<file path="src/rtl/evt_pkg.sv">
package evt_pkg;
  localparam logic [3:0] MODE_EVT = 4'b1011;

  typedef enum logic [1:0] {
    ADDR_MODE = 2'd0,
    ADDR_CMP  = 2'd1,
    ADDR_CTRL = 2'd2
  } reg_addr_e;

  localparam int CTL_EN    = 0;
  localparam int CTL_GO    = 1;
  localparam int CTL_SEL   = 2;
  localparam int CTL_FLAG  = 3;
  localparam int CTL_CHAN0 = 4;
  localparam int CTL_ACQ0  = 8;
endpackage

</file>
<file path="src/rtl/evt_timer.sv">
module evt_timer #(
  parameter int W = 16
) (
  input  logic         clk,
  input  logic         rst,
  input  logic         clr,
  output logic [W-1:0] q
);
  always_ff @(posedge clk) begin
    if (rst)      q <= '0;
    else if (clr) q <= '0;
    else          q <= q + 1'b1;
  end

  AST_TIMER_STEP: assert property (@(posedge clk) disable iff (rst)
    !$past(clr) && !$past(rst) |-> q == $past(q) + 1'b1);
  AST_TIMER_CLEAR: assert property (@(posedge clk) disable iff (rst)
    $past(clr) |-> q == '0);
endmodule

</file>
<file path="src/rtl/evt_match.sv">
module evt_match
  import evt_pkg::*;
#(
  parameter int W = 16
) (
  input  logic         clk,
  input  logic         rst,
  input  logic [3:0]   mode,
  input  logic [W-1:0] cmp,
  input  logic [W-1:0] tmr_a,
  input  logic [W-1:0] tmr_b,
  input  logic         sel,
  output logic         hit,
  output logic         trig_q
);
  logic [W-1:0] tmr_sel;

  always_comb begin
    tmr_sel = sel ? tmr_b : tmr_a;
    hit     = !rst && (mode == MODE_EVT) && (tmr_sel == cmp);
  end

  always_ff @(posedge clk) begin
    if (rst) trig_q <= 1'b0;
    else     trig_q <= hit;
  end

  AST_TRIG_MODE: assert property (@(posedge clk) disable iff (rst)
    trig_q |-> $past(mode) == MODE_EVT);
endmodule

</file>
<file path="src/rtl/conv_ctrl.sv">
module conv_ctrl #(
  parameter int RW = 10,
  parameter int CW = 4,
  parameter int AW = 3
) (
  input  logic          clk,
  input  logic          rst,
  input  logic          trig,
  input  logic          en,
  input  logic          sw_go,
  input  logic          flag_clr,
  input  logic [CW-1:0] chan_d,
  input  logic [AW-1:0] acq_d,
  input  logic          conv_done,
  input  logic [RW-1:0] conv_data,
  output logic          conv_start,
  output logic          go_done,
  output logic [CW-1:0] conv_chan,
  output logic [AW-1:0] conv_acq,
  output logic [RW-1:0] result_q,
  output logic          irq_flag
);
  logic start_req;
  logic done_acc;

  always_comb begin
    start_req = !go_done && ((trig && en) || sw_go);
    done_acc  = go_done && conv_done;
  end

  always_ff @(posedge clk) begin
    if (rst) begin
      go_done    <= 1'b0;
      conv_start <= 1'b0;
      result_q   <= '0;
      irq_flag   <= 1'b0;
      conv_chan  <= '0;
      conv_acq   <= '0;
    end else begin
      conv_start <= start_req;
      if (done_acc)       go_done <= 1'b0;
      else if (start_req) go_done <= 1'b1;
      if (start_req) begin
        conv_chan <= chan_d;
        conv_acq  <= acq_d;
      end
      if (done_acc) result_q <= conv_data;
      if (done_acc)      irq_flag <= 1'b1;
      else if (flag_clr) irq_flag <= 1'b0;
    end
  end

  AST_BUSY_NO_START: assert property (@(posedge clk) disable iff (rst)
    conv_start |-> !$past(go_done));
  AST_START_SETS_GO: assert property (@(posedge clk) disable iff (rst)
    conv_start |-> go_done);
  AST_GO_HOLD: assert property (@(posedge clk) disable iff (rst)
    go_done && !conv_done |=> go_done);
  AST_DONE_FLAG: assert property (@(posedge clk) disable iff (rst)
    go_done && conv_done |=> !go_done && irq_flag);
  AST_FLAG_STICKY: assert property (@(posedge clk) disable iff (rst)
    irq_flag && !flag_clr |=> irq_flag);
  AST_IDLE_DONE: assert property (@(posedge clk) disable iff (rst)
    !go_done && conv_done |=> $stable(result_q));
endmodule

</file>
<file path="src/rtl/adc_evt_seq.sv">
module adc_evt_seq
  import evt_pkg::*;
#(
  parameter int TW = 16,
  parameter int RW = 10,
  parameter int CW = 4,
  parameter int AW = 3
) (
  input  logic          clk,
  input  logic          rst,
  input  logic          wr_en,
  input  logic [1:0]    wr_addr,
  input  logic [15:0]   wr_data,
  input  logic          conv_done,
  input  logic [RW-1:0] conv_data,
  output logic          conv_start,
  output logic [CW-1:0] conv_chan,
  output logic [AW-1:0] conv_acq,
  output logic          go_done,
  output logic          irq_flag,
  output logic [RW-1:0] result_q,
  output logic          trig_pulse,
  output logic [TW-1:0] timer0_q,
  output logic [TW-1:0] timer1_q
);
  localparam int NT = 2;

  logic [3:0]    mode_r;
  logic [TW-1:0] cmp_r;
  logic          en_r;
  logic          sel_r;
  logic [CW-1:0] chan_r;
  logic [AW-1:0] acq_r;

  logic          wr_mode, wr_cmp, wr_ctl;
  logic          hit, sw_go, flag_clr;
  logic [CW-1:0] chan_d;
  logic [AW-1:0] acq_d;
  logic [TW-1:0] tmr_q [NT];
  logic [NT-1:0] tmr_clr;

  always_comb begin
    wr_mode  = wr_en && (wr_addr == ADDR_MODE);
    wr_cmp   = wr_en && (wr_addr == ADDR_CMP);
    wr_ctl   = wr_en && (wr_addr == ADDR_CTRL);
    sw_go    = wr_ctl && wr_data[CTL_GO] && wr_data[CTL_EN];
    flag_clr = wr_ctl && !wr_data[CTL_FLAG];
    chan_d   = wr_ctl ? wr_data[CTL_CHAN0 +: CW] : chan_r;
    acq_d    = wr_ctl ? wr_data[CTL_ACQ0 +: AW]  : acq_r;
  end

  // configuration is kept across reset and writable during it
  always_ff @(posedge clk) begin
    if (wr_mode) mode_r <= wr_data[3:0];
    if (wr_cmp)  cmp_r  <= wr_data[TW-1:0];
    if (wr_ctl) begin
      en_r   <= wr_data[CTL_EN];
      sel_r  <= wr_data[CTL_SEL];
      chan_r <= wr_data[CTL_CHAN0 +: CW];
      acq_r  <= wr_data[CTL_ACQ0 +: AW];
    end
  end

  for (genvar i = 0; i < NT; i++) begin : g_tmr
    assign tmr_clr[i] = hit && (sel_r == 1'(i));
    evt_timer #(.W(TW)) tmr_i (
      .clk (clk),
      .rst (rst),
      .clr (tmr_clr[i]),
      .q   (tmr_q[i])
    );
  end

  assign timer0_q = tmr_q[0];
  assign timer1_q = tmr_q[1];

  evt_match #(.W(TW)) match_i (
    .clk    (clk),
    .rst    (rst),
    .mode   (mode_r),
    .cmp    (cmp_r),
    .tmr_a  (tmr_q[0]),
    .tmr_b  (tmr_q[1]),
    .sel    (sel_r),
    .hit    (hit),
    .trig_q (trig_pulse)
  );

  conv_ctrl #(.RW(RW), .CW(CW), .AW(AW)) ctrl_i (
    .clk        (clk),
    .rst        (rst),
    .trig       (hit),
    .en         (en_r),
    .sw_go      (sw_go),
    .flag_clr   (flag_clr),
    .chan_d     (chan_d),
    .acq_d      (acq_d),
    .conv_done  (conv_done),
    .conv_data  (conv_data),
    .conv_start (conv_start),
    .go_done    (go_done),
    .conv_chan  (conv_chan),
    .conv_acq   (conv_acq),
    .result_q   (result_q),
    .irq_flag   (irq_flag)
  );

  AST_TRIG_CLEARS: assert property (@(posedge clk) disable iff (rst)
    trig_pulse |-> (($past(sel_r) ? timer1_q : timer0_q) == '0));
  AST_NO_TRIG_NO_START: assert property (@(posedge clk) disable iff (rst)
    conv_start && !trig_pulse |-> $past(sw_go));
endmodule

</file>
<file path="config.mk">
export PLATFORM = sky130hd
export DESIGN_NAME = adc_evt_seq
export DESIGN_NICKNAME = d
export VERILOG_FILES = /design/src/rtl/evt_pkg.sv /design/src/rtl/evt_timer.sv /design/src/rtl/evt_match.sv /design/src/rtl/conv_ctrl.sv /design/src/rtl/adc_evt_seq.sv
export SDC_FILE = /design/constraint.sdc
export NUM_CORES = 1
export LEC_CHECK = 0
export BUFFER_PORTS_ARGS = -buffer_cell sky130_fd_sc_hd__clkbuf_2
export CAP_MARGIN = 5
export CORE_MARGIN = 1.5
export CORE_UTILIZATION = 50
export DETAILED_ROUTE_END_ITERATION = 10
export PLACE_DENSITY = 0.76
export SLEW_MARGIN = 20
export SYNTH_ARGS = -nofsm -noshare
export SYNTH_HDL_FRONTEND = slang
export SYNTH_SLANG_ARGS = --single-unit
export TNS_END_PERCENT = 10
</file>
<file path="constraint.sdc">
create_clock -name clk -period 4.39 [get_ports clk]
set_clock_uncertainty 0.05 [all_clocks]
set_input_delay 1.317 -clock clk [delete_from_list [all_inputs] [get_ports clk]]
set_output_delay 1.317 -clock clk [all_outputs]
set_load 0.05 [all_outputs]
</file>
# == Word-level counts from Yosys, hierarchy flattened ==
# Cells that the tools add are included.
# totals
ff_bits,82
latch_bits,0
mem_bits_rw,0
mem_bits_ro,0
inputBits,32
out_inout_bits,53
wordCells,49
mem_count,0
# classes
addsub,2
mul,0
n_div,0
magnitude_cmp,0
n_eq_ne,4
shift,0
muxes,5
n_bitwise,1
reduce_logical,22
# ops
operator,n
"16-bit by 1-bit adder with 16-bit output, second input constant",2
16-bit == test,1
16-bit 2-to-1 mux,1
1-bit logical AND,13
2-bit OR reduction,3
"4-bit == test, second input constant",1
4-bit 2-to-1 mux,1
1-bit logical NOT,3
3-bit 2-to-1 mux,1
"2-bit by 1-bit == test with 1-bit output, second input constant",1
"2-bit == test, second input constant",1
2-bit logical NOT,1
1-bit 2-to-1 mux,2
2-bit nonzero test,1
1-bit logical OR,1
1-bit NOT,1

# == Logic depth before layout (Yosys ltp) ==
# logic_depth
depth_word,6
ltp_mapped,9
ltp_nobuf,7

# == Cells and area by module ==
# A second synthesis with hierarchy kept.
# unflattened
hier_cells,336
area_unflattened_um2,3535.9
# modules_own_cells
module,instances,cells_per_inst,area_each_um2,seq_area_each_um2
evt_timer,2,81,720.7,320.3
adc_evt_seq,1,45,944.7,800.8
conv_ctrl,1,85,755.7,400.4
evt_match,1,44,394.1,20.0

# == Least setup slack after synthesis ==
# OpenSTA, ideal clock, no wires.
# synth_timing
path_type,input port to flip-flop
start,input port wr_en
end,register ctrl_i.conv_acq[0]
setup_ns,0.072
t_arrival_ns,2.366
required_ns,4.268
slack_ns,1.902
cell_stages,7
path_buffers,2
path_cell_list,nand2_1 or2_2 clkbuf_1 nor3_1 a21o_1 buf_6 mux2i_1
# synth_via
elab_chain_len,5
word_cells_on_any_way,6
cone_classes,mux (1); reduce/logical (5)
# synth_rtl
item,line_no,rtl
from (decl),adc_evt_seq.sv:11,"input logic wr_en,"
1-bit logical AND (*),adc_evt_seq.sv:45,wr_ctl = wr_en && (wr_addr == ADDR_CTRL);
1-bit logical AND (2 in series),adc_evt_seq.sv:46,sw_go = wr_ctl && wr_data[CTL_GO] && wr_data[CTL_EN];
1-bit logical OR,conv_ctrl.sv:27,start_req = !go_done && ((trig && en) || sw_go);
1-bit logical AND,conv_ctrl.sv:27,
to (signal assigned),conv_ctrl.sv:45,conv_acq <= acq_d;
to (decl),conv_ctrl.sv:19,"output logic [AW-1:0] conv_acq,"
# Mark *: on every way between the ends. The rest lies on a longest branch, timed or not.
# A chain may end at the register's enable or synchronous reset.

# == Worst setup path in the final report ==
# layout_timing
start,register sel_r
end,register ctrl_i.conv_acq[1]
# layout_via
elab_chain_len,6
# layout_rtl
item,line_no,rtl
from (decl),adc_evt_seq.sv:31,logic sel_r;
from (signal assigned),adc_evt_seq.sv:58,sel_r <= wr_data[CTL_SEL];
16-bit 2-to-1 mux,evt_match.sv:19,tmr_sel = sel ? tmr_b : tmr_a;
16-bit == test,evt_match.sv:20,hit = !rst && (mode == MODE_EVT) && (tmr_sel == cmp);
1-bit logical AND,evt_match.sv:20,
1-bit logical AND,conv_ctrl.sv:27,
1-bit logical OR,conv_ctrl.sv:27,
1-bit logical AND,conv_ctrl.sv:27,
# Every way passes these cells.

==> run_results.csv <==
group,metric,value,unit
outcome,status,"finished with violations",
outcome,violations,"DRC",
routing,drc,5,
routing,dr.first_iter.drc_count,86,
setup_path,crit_fanout,18,
die,fp.dieW,85.3,µm
setup_path,cp-start-kind,"flip-flop",
die,rows,29,
cells_and_area,layout_common_cells,"84 x clkbuf_2, 67 x nand2_1, 60 x dfxtp_1, 40 x nor2_1, 26 x xnor2_1",
die,coreArea,6460,µm²
yosys,synth_area,3390,µm²
yosys,avgSynthCellArea,10.2,µm²
routing,avgViaCountPerCell,5.01,
cells_and_area,regArea,1860,µm²
setup_path,worst_ep_required_time,4.62,ns
yosys,ys_warn_count,0,
sta,post-route-period-util,63.4,%
global_route,grt_pass1_vias,2326,
global_route,grt_use_total,19.3,%
pwr,leakagePower,1.66,nW
setup_path,path_class,"reg2reg",
global_route,grt_overflow,0,
cells_and_area,fill_cells,557,
sta,hold_viol,0,
clock_network,cts.sinks,82,
sta,setup_viol,0,
setup_path,cp_common_cell,"mux2i_1",
place,io_buffers,84,
sta,max-slew-margin-rel,35.5,%
cells_and_area,multi_input_area,1420,µm²
die,initial_core_util,52.4,%
hold_path,hp-class,"reg2reg",
yosys,async_flop_share,0,%
setup_path,arrival,3.01,ns
cells_and_area,mostFrequentLayoutCell,"clkbuf_2",
clock_network,cts.hold.buffers_added,0,
yosys,synth_cells,333,
sta,tightest_slew,0.967,ns
yosys,synth-edff-count,22,
clock_network,htreeDepth,3,
routing,routed_wl,6600,µm
yosys,ys_types,33,
clock_network,cts_tree,"done",
yosys,ys_seq_elements,82,
cells_and_area,drive_gt1_share,24.6,%
setup_path,slowest_stage,"edfxtp_1",
die,io_pins,85,
routing,ant_nets,0,
setup_path,crit_chain,"mux2i_1 > xnor2_1 > nor4_1 > and3_4 > a21o_1 > mux2i_1",
cells_and_area,area_growth_syn_to_layout,17.9,%
pwr,power_density,356,nW/µm²
die,die-area,7280,µm²
clock_network,cts_setup_buffers,0,
clock_network,ctsResizeCount,0,
place,hpwl,4880,µm
setup_path,end_kind,"flip-flop",
clock_network,cts_buffer_depth,2,
yosys,ys_seq_area_share,55.0,%
sta,fmax,0.359,GHz
flow_run,maxCapViolCount,0,
sta,fin_crit,2.78,ns
hold_path,holdPathStages,2,
clock_network,clk_latency,0.35,ns
cells_and_area,num-nets-final,451,
global_route,antenna_found_initial,0,
sta,fin_tns_setup,0,ns
setup_path,cp_slowest_stage_delay,0.99,ns
place,placed_area,3820,µm²
clock_network,clkTransAtPathRegs,0.09,ns
clock_network,cts_root_buf,"clkbuf_8",
routing,firstDrtPassIters,7,
sta,slew_violations,0,
pwr,vdd_drop_max,0.234,mV
yosys,synthFlopType,"dfxtp_1",
yosys,syn_nets,367,
cells_and_area,antenna_cells,0,
routing,vias,2501,
clock_network,numCtsBuffers,9,
sta,rsz0062_at_grt,"no",
place,globalplace.congestion,0.845,
setup_path,rr_worst_depth,6,
routing,routedWlPerCell,13.2,µm
global_route,grt_max_degree,19,
global_route,grt_pass1_wl,10900,µm
cells_and_area,design_area,3990,µm²
die,die_h,85.3,µm
## logic make-up (layout without fill, tap and decap cells)
group / after synthesis / count (layout) / share of synthesized area, %
AOI/OAI and AO/OA: 17 / 17 / 3.44
xor gates and xnor gates: 44 / 44 / 11.4
adders and majority gates: 2 / 2 / 0.739
buffers and inverters: 17 / 106 / 3.25
DFF: 82 / 82 / 55.0
muxes: 23 / 23 / 6.80
and+or+nand+nor: 148 / 148 / 19.4
## metal layers
layer | part of all wire (%) | GRT usage [%] | up-vias
li1 | - | - | 1274
met1 | 47 | 26.1 | 1124
met2 | 45 | 29.7 | 90
met3 | 6.6 | 5.64 | 13
met4 | 1.8 | 7.18 | 0
met5 | 0 | 0 | -
## through the flow
step	utilization, %	cells	power (mW)	setup WS (ns)	hold slack (ns)
after floorplan	-	333	0.913	1.90	0.369
after CTS	61.8	499	1.43	1.60	0.412
final	61.8	499	1.42	1.61	0.409
after global placement	59.1	483	0.943	1.65	0.383
after global routing	61.8	499	1.47	1.39	0.428
after detailed placement	59.1	483	0.945	1.59	0.391
## worst paths after layout
check | slack [ns] | to | from
max | 1.61 | ctrl_i.conv_acq[1]$_SDFFE_PP0P_ | sel_r$_DFFE_PN_
min | 0.41 | ctrl_i.conv_chan[3]$_SDFFE_PP0P_ | ctrl_i.conv_chan[3]$_SDFFE_PP0P_
max reg2reg | 1.61 | ctrl_i.conv_acq[1]$_SDFFE_PP0P_ | sel_r$_DFFE_PN_
min reg2reg | 0.41 | ctrl_i.conv_chan[3]$_SDFFE_PP0P_ | ctrl_i.conv_chan[3]$_SDFFE_PP0P_
## cells in the mapped netlist (all sizes together), types with 5 or more instances
cell type	number	area, µm²
nand2	67	251
dfxtp	60	1200
nor2	40	150
xnor2	26	228
mux2i	23	230
edfxtp	22	661
xor2	18	158
nand3	16	80.1
a21oi	11	55.1
clkbuf	6	22.5
and2	5	31.3
and3	5	36.3
buf	5	65.1
inv	5	18.8
## critical path: cells and delay by family, from the launching register on
kind	cells	cell delay, ns
and+or+nand+nor	2	0.62
DFF	1	0.99
xor gates and xnor gates	1	0.11
AOI/OAI and AO/OA	1	0.36
muxes	2	0.57
## area by class of cell
class	instances	share of cell area, %
Clock buffer	9	3.10
Clock inverter	7	1.32
Inverter	6	0.564
Multi-Input combinational cell	234	35.4
Sequential cell	82	46.6
Tap cell	77	2.41
Timing Repair Buffer	84	10.5
## registers in the layout, indices dropped and copies added, names as in the netlist
name / cells
g_tmr.tmr_i.q: 32
cmp_r: 16
ctrl_i.result_q: 10
chan_r: 4
ctrl_i.conv_chan: 4
mode_r: 4
acq_r: 3
ctrl_i.conv_acq: 3
ctrl_i.conv_start: 1
ctrl_i.go_done: 1
ctrl_i.irq_flag: 1
en_r: 1
match_i.trig_q: 1
sel_r: 1
## report_power, final
part           total (mW)  switching, mW  leakage [nW]  internal [mW]
sequential          0.822         0.0185         0.689          0.803
combinational       0.106         0.0674         0.889         0.0391
clock               0.492          0.284        0.0799          0.208
Power figures use the tool's default switching activity.
